$ cat src/rtl/xpar_pkg.sv
package xpar_pkg;
    // Default geometry: nine devices, 57-bit segments, 7-bit parity slices.
    localparam int unsigned SEG_W_DEF   = 57;
    localparam int unsigned N_SEG_DEF   = 9;
    localparam int unsigned SLICE_W_DEF = 7;

    typedef enum logic [1:0] {
        OUT_CLEAN = 2'd0,
        OUT_FIXED = 2'd1,
        OUT_FAIL  = 2'd2
    } rd_outcome_e;
endpackage

$ cat src/rtl/xpar_encode.sv
// Folds the segments into the parity and lays it out as the correction word.
// Geometry must satisfy SEG_W == (N_SEG-1)*SLICE_W + 1.
module xpar_encode #(
    parameter int unsigned SEG_W   = xpar_pkg::SEG_W_DEF,
    parameter int unsigned N_SEG   = xpar_pkg::N_SEG_DEF,
    parameter int unsigned SLICE_W = xpar_pkg::SLICE_W_DEF,
    localparam int unsigned N_SL    = N_SEG - 1,
    localparam int unsigned SHARE_W = SLICE_W + 1,
    localparam int unsigned LINE_W  = N_SEG * SEG_W,
    localparam int unsigned CW_W    = N_SEG * SHARE_W
) (
    input  logic [LINE_W-1:0] line,
    output logic [SEG_W-1:0]  parity,
    output logic [CW_W-1:0]   cw
);
    logic [SLICE_W-1:0] pop;

    always_comb begin
        parity = '0;
        for (int s = 0; s < int'(N_SEG); s++) begin
            parity = parity ^ line[s*SEG_W +: SEG_W];
        end
    end

    always_comb begin
        pop = '0;
        for (int d = 0; d < int'(N_SL); d++) begin
            pop = pop ^ parity[d*SLICE_W +: SLICE_W];
        end
    end

    for (genvar d = 0; d < N_SL; d++) begin : g_share
        assign cw[d*SHARE_W +: SLICE_W] = parity[d*SLICE_W +: SLICE_W];
        assign cw[d*SHARE_W + SLICE_W]  = ^parity[d*SLICE_W +: SLICE_W];
    end

    assign cw[N_SL*SHARE_W +: SLICE_W] = pop;
    assign cw[CW_W-1]                  = parity[SEG_W-1];
endmodule

$ cat src/rtl/xpar_unpack.sv
// Recovers the stored parity from a correction word and checks the word.
module xpar_unpack #(
    parameter int unsigned SEG_W   = xpar_pkg::SEG_W_DEF,
    parameter int unsigned N_SEG   = xpar_pkg::N_SEG_DEF,
    parameter int unsigned SLICE_W = xpar_pkg::SLICE_W_DEF,
    localparam int unsigned N_SL    = N_SEG - 1,
    localparam int unsigned SHARE_W = SLICE_W + 1,
    localparam int unsigned CW_W    = N_SEG * SHARE_W
) (
    input  logic [CW_W-1:0]  cw,
    output logic [SEG_W-1:0] parity,
    output logic             cw_bad
);
    logic [N_SL-1:0]    share_mis;
    logic [SLICE_W-1:0] pop_calc;

    for (genvar d = 0; d < N_SL; d++) begin : g_slice
        assign parity[d*SLICE_W +: SLICE_W] = cw[d*SHARE_W +: SLICE_W];
        assign share_mis[d] = cw[d*SHARE_W + SLICE_W] ^ (^cw[d*SHARE_W +: SLICE_W]);
    end

    assign parity[SEG_W-1] = cw[CW_W-1];

    always_comb begin
        pop_calc = '0;
        for (int d = 0; d < int'(N_SL); d++) begin
            pop_calc = pop_calc ^ cw[d*SHARE_W +: SLICE_W];
        end
    end

    assign cw_bad = (|share_mis) | (pop_calc != cw[N_SL*SHARE_W +: SLICE_W]);
endmodule

$ cat src/rtl/xpar_rebuild.sv
// Replaces every flagged segment with itself XOR the syndrome when enabled.
module xpar_rebuild #(
    parameter int unsigned SEG_W = xpar_pkg::SEG_W_DEF,
    parameter int unsigned N_SEG = xpar_pkg::N_SEG_DEF,
    localparam int unsigned LINE_W = N_SEG * SEG_W
) (
    input  logic [LINE_W-1:0] line,
    input  logic [SEG_W-1:0]  parity,
    input  logic [N_SEG-1:0]  flags,
    input  logic              fix_en,
    output logic [LINE_W-1:0] line_out
);
    logic [SEG_W-1:0] syndrome;

    always_comb begin
        syndrome = parity;
        for (int s = 0; s < int'(N_SEG); s++) begin
            syndrome = syndrome ^ line[s*SEG_W +: SEG_W];
        end
    end

    for (genvar s = 0; s < N_SEG; s++) begin : g_seg
        assign line_out[s*SEG_W +: SEG_W] = (fix_en && flags[s])
            ? (line[s*SEG_W +: SEG_W] ^ syndrome)
            : line[s*SEG_W +: SEG_W];
    end
endmodule

$ cat src/rtl/xpar_recon.sv
module xpar_recon #(
    parameter int unsigned SEG_W   = xpar_pkg::SEG_W_DEF,
    parameter int unsigned N_SEG   = xpar_pkg::N_SEG_DEF,
    parameter int unsigned SLICE_W = xpar_pkg::SLICE_W_DEF,
    localparam int unsigned SHARE_W = SLICE_W + 1,
    localparam int unsigned LINE_W  = N_SEG * SEG_W,
    localparam int unsigned CW_W    = N_SEG * SHARE_W
) (
    input  logic              clk,
    input  logic              rst_n,
    input  logic              wr_valid,
    input  logic [LINE_W-1:0] wr_line,
    output logic              wr_done,
    output logic [CW_W-1:0]   cw_out,
    input  logic              rd_valid,
    input  logic [LINE_W-1:0] rd_line,
    input  logic [CW_W-1:0]   rd_cw,
    input  logic [N_SEG-1:0]  rd_flags,
    output logic              rd_done,
    output logic [LINE_W-1:0] rd_line_out,
    output logic              rd_corrected,
    output logic              rd_uncorrectable,
    output logic              rd_cw_bad
);
    import xpar_pkg::*;

    typedef struct packed {
        logic              wr_done;
        logic [CW_W-1:0]   cw;
        logic              rd_done;
        logic [LINE_W-1:0] line;
        logic              corr;
        logic              unc;
        logic              bad;
    } state_t;

    state_t st_d, st_q;

    logic [SEG_W-1:0]  enc_parity;
    logic [CW_W-1:0]   enc_cw;
    logic [SEG_W-1:0]  rd_parity;
    logic              cw_bad;
    logic              flags_any, flags_multi;
    rd_outcome_e       outcome;
    logic [LINE_W-1:0] fixed_line;

    xpar_encode #(.SEG_W(SEG_W), .N_SEG(N_SEG), .SLICE_W(SLICE_W)) u_encode (
        .line   (wr_line),
        .parity (enc_parity),
        .cw     (enc_cw)
    );

    xpar_unpack #(.SEG_W(SEG_W), .N_SEG(N_SEG), .SLICE_W(SLICE_W)) u_unpack (
        .cw     (rd_cw),
        .parity (rd_parity),
        .cw_bad (cw_bad)
    );

    // Flag population: none, exactly one, or several.
    assign flags_any   = |rd_flags;
    assign flags_multi = |(rd_flags & (rd_flags - N_SEG'(1)));

    always_comb begin
        if (!flags_any)                outcome = OUT_CLEAN;
        else if (flags_multi || cw_bad) outcome = OUT_FAIL;
        else                           outcome = OUT_FIXED;
    end

    xpar_rebuild #(.SEG_W(SEG_W), .N_SEG(N_SEG)) u_rebuild (
        .line     (rd_line),
        .parity   (rd_parity),
        .flags    (rd_flags),
        .fix_en   (outcome == OUT_FIXED),
        .line_out (fixed_line)
    );

    always_comb begin
        st_d         = st_q;
        st_d.wr_done = wr_valid;
        if (wr_valid) begin
            st_d.cw = enc_cw;
        end
        st_d.rd_done = rd_valid;
        st_d.corr    = 1'b0;
        st_d.unc     = 1'b0;
        st_d.bad     = 1'b0;
        if (rd_valid) begin
            st_d.line = fixed_line;
            st_d.bad  = cw_bad;
            st_d.corr = (outcome == OUT_FIXED);
            st_d.unc  = (outcome == OUT_FAIL);
        end
    end

    always_ff @(posedge clk) begin
        if (!rst_n) st_q <= '0;
        else        st_q <= st_d;
    end

    assign wr_done          = st_q.wr_done;
    assign cw_out           = st_q.cw;
    assign rd_done          = st_q.rd_done;
    assign rd_line_out      = st_q.line;
    assign rd_corrected     = st_q.corr;
    assign rd_uncorrectable = st_q.unc;
    assign rd_cw_bad        = st_q.bad;
endmodule

$ cat config.mk
export PLATFORM = sky130hd
export DESIGN_NAME = xpar_recon
export DESIGN_NICKNAME = d
export VERILOG_FILES = /design/src/rtl/xpar_pkg.sv /design/src/rtl/xpar_encode.sv /design/src/rtl/xpar_unpack.sv /design/src/rtl/xpar_rebuild.sv /design/src/rtl/xpar_recon.sv
export SDC_FILE = /design/constraint.sdc
export NUM_CORES = 2
export LEC_CHECK = 0
export ABC_CLOCK_PERIOD_IN_PS = 4000
export BUFFER_PORTS_ARGS = -buffer_cell sky130_fd_sc_hd__buf_4
export CAP_MARGIN = 10
export CELL_PAD_IN_SITES_DETAIL_PLACEMENT = 0
export CELL_PAD_IN_SITES_GLOBAL_PLACEMENT = 2
export CORE_AREA = 2 2 655 657
export CTS_CLUSTER_DIAMETER = 40
export DETAILED_ROUTE_END_ITERATION = 7
export DIE_AREA = 0 0 657 659
export PLACE_DENSITY = 0.5
export SETUP_SLACK_MARGIN = 0.05
export SLEW_MARGIN = 20
export SYNTH_ARGS = -nofsm -noshare
export SYNTH_HDL_FRONTEND = slang
export SYNTH_SLANG_ARGS = --single-unit
$ cat constraint.sdc
create_clock -name clk -period 4 [get_ports clk]
set_input_delay 0.4 -clock clk [delete_from_list [all_inputs] [get_ports clk]]
set_output_delay 0.4 -clock clk [all_outputs]
set_load 0.02 [all_outputs]
Word-level counts from Yosys, hierarchy flattened
Index checks and enable logic that the tools add are counted.

Register bits: 590. Bits in latches: 0. RAM bits: 0. Memory bits (read-only): 0. Input bits: 1111. Output and inout bits: 590. Memories: 0.

Add/subtract/negate cells: 1. $mul: 0. Div/mod/pow operators: 0. Magnitude comparators: 0. Equality and inequality tests: 3. Shifts and indexed selects: 0. Muxes and demuxes: 11. Bitwise logic cells: 50. Reductions and logical operators: 30.

Operator list (count): $xor A57 B57 Y57 (26); $mux W57 (9); $reduce_xor A7 Y1 (16); $xor A7 B7 Y7 (14); $reduce_or A9 Y1 (2); $and A9 B9 Y9 (1); $logic_and A1 B1 Y1 (9); $sub A9 B1 Y9 const B (1); $reduce_or A8 Y1 (1); $xor A1 B1 Y1 (8); $ne A7 B7 Y1 (1); $mux W2 (2); $eq A2 B1 Y1 const B (1); $eq A2 B2 Y1 const B (1); $reduce_and A2 Y1 (1); $logic_or A1 B1 Y1 (1); $or A1 B1 Y1 (1).

Logic depth before layout (Yosys ltp)
Depth after elaboration: 15. Depth in mapped cells: 10. Gate-level depth less buffers: 7.

By module
A second synthesis with hierarchy kept.

Cell total of the unflattened synthesis: 4568. Area total of the unflattened synthesis: 45762.6 sq um.

By module, submodules not included: xpar_recon (times used 1, cells each 1916, area each 22059.9 sq um, sequential area each 11811.3 sq um); xpar_rebuild (times used 1, cells each 1922, area each 15602.5 sq um, sequential area each 0.0 sq um); xpar_encode (times used 1, cells each 555, area each 6651.4 sq um, sequential area each 0.0 sq um); xpar_unpack (times used 1, cells each 175, area each 1448.9 sq um, sequential area each 0.0 sq um).

Worst setup path before layout
No wires, ideal clock.

Path kind: input port to flip-flop. Start point: input rd_flags[3]. End point: register st_q, in the netlist rd_line_out[312]. Library setup time: 0.128 ns. Arrival time: 2.440 ns. Data required time: 3.872 ns. Setup slack: 1.432 ns. Stages on the path: 10. Path buffers: 3. Cells stage by stage: or4_4 > or3_1 > a211oi_1 > a211o_2 > and3_1 > buf_2 > and3_4 > buf_6 > buf_8 > o211ai_2.

Cells in the longest elaborated chain, start to end: 9. Elaborated cells between the ends (all ways): 10. Those cells by class: add/sub (1); eq/ne (1); mux (3); bitwise (1); reduce/logical (4).

Ends and longest elaborated chain: start: declaration (RTL line xpar_recon.sv:18) `input logic [N_SEG-1:0] rd_flags,`; $sub A9 B1 Y9 (RTL line xpar_recon.sv:61) `assign flags_multi = |(rd_flags & (rd_flags - N_SEG'(1)));`; $and A9 B9 Y9 (RTL line xpar_recon.sv:61); $reduce_or A9 Y1 (RTL line xpar_recon.sv:61); $logic_or A1 B1 Y1 (RTL line xpar_recon.sv:65) `else if (flags_multi || cw_bad) outcome = OUT_FAIL;`; $mux W2 (RTL line xpar_recon.sv:65); $mux W2 * (RTL line xpar_recon.sv:64) `if (!flags_any) outcome = OUT_CLEAN;`; $eq A2 B1 Y1 * (RTL line xpar_recon.sv:73) `.fix_en (outcome == OUT_FIXED),`; $logic_and A1 B1 Y1 * (RTL line xpar_rebuild.sv:23) `assign line_out[s*SEG_W +: SEG_W] = (fix_en && flags[s])`; $mux W57 * (RTL line xpar_rebuild.sv:24) `? (line[s*SEG_W +: SEG_W] ^ syndrome)`; end signal: assignment (RTL line xpar_recon.sv:97) `else st_q <= st_d;`; end: declaration (RTL line xpar_recon.sv:37) `state_t st_d, st_q;`.

Mark *: on every way between the ends. The rest lies on a longest branch, timed or not. A chain may end at the register's enable or synchronous reset.

Worst setup path after layout
Start point: input rd_flags[3]. End point: register st_q, in the netlist rd_line_out[287].

Same word-level chain as after synthesis.

==> run_results.csv <==
group,metric,value,unit
setup_path,crit_chain,"dlygate4sd3_1, buf_4, or4_4, or3_1, a211oi_1, a211o_2, and3_4, and3_4, buf_12, o211ai_1",
synth,synth_cell_type_count,50,
die,die_w,657,um
clock_network,numCtsBuffers,218,
setup_path,worstSetupPathType,"input port to register",
clock_network,htreeDepth,4,
sta,max_slew.worst_pin.slew,1.18,ns
setup_path,cp.buffers_inverters,3,
sta,setup-violations-final,0,
power_and_ir_drop,power.density,481,nW/um^2
setup_path,cp.arrival,3.97,ns
routing,drtAntennaViolNets,0,
setup_path,cp_max_fo,18,
sta,slew_headroom,21.2,%
clock_network,clk_path_buf_depth,4,
setup_path,crit_top_cell,"and3_4",
global_route,grt_overflow,0,
synth,synth-seq-cells,590,
clock_network,cts_sinks,590,
sta,period_share,81.7,%
status,status,"completed",
setup_path,critPathRequiredTime,4.71,ns
synth,synth.yosys.seq_area_share,24.5,%
die,coreArea,426000,um^2
synth,synth_top_family_by_area,"simple AND/OR/NAND/NOR gates",
setup_path,slowest_stage,"dlygate4sd3_1",
run,drv_cap,0,
sta,rsz0062_at_grt,"false",
routing,drc,0,
routing,vias_per_cell,4.34,
setup_path,crit_family,"simple AND/OR/NAND/NOR gates",
clock_network,clock_latency,0.86,ns
placed_design,gp_congestion,0.987,
global_route,grt.total_usage,19.3,%
clock_network,root_buffer,"clkbuf_16",
setup_path,startpoint_type,"input port",
routing,first_pass_iters,6,
synth,syn_area,48200,um^2
final_layout,layout-drive-gt1-share,29.9,%
placed_design,hpwlAfterDp,346,mm
final_layout,multi_input_area,33800,um^2
global_route,antenna_found_initial,172,
clock_network,cts_setup_buffers,0,
synth,synthMuxAreaShare,1.18,%
sta,fmax,306,MHz
final_layout,nFillCells,47500,
clock_network,cts_tree,"yes",
setup_path,end_kind,"register",
routing,routedWlPerCell,32.3,um
global_route,first_global_vias,58000,
global_route,grt_max_degree,164,
synth,synth_fp_nets,6747,
sta,finalCriticalPeriod,3.27,ns
min_path,hold_path.class,"input port to register",
sta,layout_setup_ws,0.733,ns
final_layout,area_growth_syn_to_layout,68.2,%
setup_path,cpPeakStageDelay,0.59,ns
synth,synth_xor_area_share,25.3,%
die,fp-row-count,240,
power_and_ir_drop,ir_drop,0.359,mV
synth,ys_warn_count,0,
synth,synth_area_per_cell,8.55,um^2
die,die_area,433000,um^2
die,num_io_pins,1701,
synth,synth_adder_area_share,0.0208,%
synth,yosys.area_share.simple,26.8,%
routing,vias,59100,
placed_design,post-place-ws,0.0966,ns
die,start_util,11.3,%
sta,hold_ws,0.0762,ns
global_route,grt_first_pass_wirelength,571,mm
synth,syn_inst,5636,
power_and_ir_drop,total_leakage_power,0.0307,uW
sta,hold_violations,0,
routing,drt-total-wl,440,mm
die,fp.dieH,659,um
final_layout,regArea,11800,um^2
placed_design,io_buffers,1700,
clock_network,cts.clk_slew.worst_paths,0.04,ns
sta,skew,0,ns
final_layout,num-nets-final,8785,
routing,drt_iter0_markers,4785,
synth,synth_compound_area_share,16.6,%
sta,finalMaxSlewViolations,0,
==> power by group <==
group          internal, uW  switching [uW]  total (uW)
Combinational          6170            8840       15000
Sequential             6670             604        7270
Clock                 11300            5370       16700
==> cells by family (layout without fill, tap and decap cells) <==
kind of cell,after synthesis,after routing
other cells,0,80
flops,590,590
xor+xnor,1118,1118
fa+ha+maj,1,1
compound gates,1112,1112
simple gates,2101,2101
mux,57,57
buf+inv,657,2871
==> metal layers <==
metal / up-vias / share of wire (%) / GRT usage [%]
met5: - / 0.13 / 0
met4: 96 / 5.1 / 8.55
met3: 797 / 7.5 / 5.39
met2: 2855 / 49 / 33.8
met1: 29600 / 38 / 21.8
li1: 25800 / - / -
==> metrics by stage <==
stage	instances	utilization [%]	setup TNS, ns	cell area [um^2]	total power [uW]
floorplan	5636	-	0	48200	14800
global placement	12600	16.1	-375.68	68400	22100
detailed placement	12600	16.1	0	68500	22100
CTS	13500	19.0	0	80900	39700
global route	13600	19.0	0	81000	40700
finish	13600	19.0	0	81100	39000
==> cell usage in the layout, fill, tap and decap left out, types with 56 or more instances in the layout <==
master         netlist  final
a31oi_1            299    299
o21a_1             156    156
dfxtp_1            590    590
mux2i_1             57     57
o21ai_0             73     73
buf_4               25   1864
and3_1              67     59
nand2_1             65     65
nor4b_1            393    392
xor2_1             137    137
and4b_1             56     56
o211ai_1           369    369
nor2_1             242    242
xnor2_1            807    800
or4_1               56     56
clkbuf_8             0     60
nor2b_1             63     63
a32oi_1             57     57
diode_2              0     80
nand4_1            457    457
buf_12               0     83
nand3_1            608    606
dlygate4sd3_1        0    521
o31ai_1            115    115
clkbuf_1           492     65
xnor3_1            174    174
clkbuf_16            0    219
==> worst paths after layout <==
check | from | to | slack (ns) | cells after the start
setup / recovery | rd_flags[3] | rd_line_out[287]$_SDFFE_PN0P_ | 0.73 | 10
hold / removal | rd_valid | rd_line_out[173]$_SDFFE_PN0P_ | 0.08 | 3
setup reg to reg | rd_line_out[457]$_SDFFE_PN0P_ | rd_line_out[457]$_SDFFE_PN0P_ | 2.73 | 3
hold reg to reg | rd_line_out[313]$_SDFFE_PN0P_ | rd_line_out[313]$_SDFFE_PN0P_ | 0.50 | 2
==> area by class of cell <==
class | instances | area share (%)
multi-input cells | 4389 | 41.7
repair buffers | 2472 | 25.8
flip-flops and latches | 590 | 14.6
well taps | 5687 | 8.78
clock buffers | 344 | 8.08
clock inverters | 52 | 0.750
diodes | 80 | 0.247
inverters | 3 | 0.0232
==> timing repair <==
item,CTS,global route
hold buffers,521,0
endpoints found under the hold margin,520,0
resized for setup,0,0
==> worst reg2reg max path, stage by stage (launching register included) <==
cell and delay [ns]:
dfxtp_1 0.40, o21ai_0 0.10, a31oi_1 0.16, dlygate4sd3_1 0.55
==> cell usage after synthesis (all sizes together) <==
cell type,n,share of area [%]
o211ai,399,6.5
and3b,1,0.018
maj3,1,0.021
nor4b,393,7.1
o31ai,115,1.8
nor2,242,1.9
a21oi,8,0.083
or4,57,0.90
inv,2,0.016
and3,68,0.89
a32oi,57,1.0
a311oi,1,0.018
xor2,137,2.5
clkinv,1,0.0078
a31oi,299,3.9
nand2b,1,0.013
a211o,1,0.021
xnor2,807,15
o21ai,73,0.76
or3,1,0.013
a2111o,1,0.023
nor4,3,0.065
nor3,12,0.12
dfxtp,590,25
nand3b,8,0.12
o41a,1,0.023
nand4,458,6.0
and4b,56,1.2
xnor3,174,8.1
clkbuf,492,3.8
nor2b,63,0.82
mux2i,57,1.2
and4,1,0.018
nand3,608,6.3
buf,162,1.8
a211oi,1,0.016
nand4b,1,0.018
and2,63,0.82
nand2,65,0.51
o21a,156,2.4
==> registers in the layout (all words and copies together), names as in the netlist <==
register	flops
rd_corrected	1
rd_uncorrectable	1
cw_out	72
rd_done	1
wr_done	1
rd_line_out	513
rd_cw_bad	1
No activity file was read; power rests on OpenSTA's default activity.
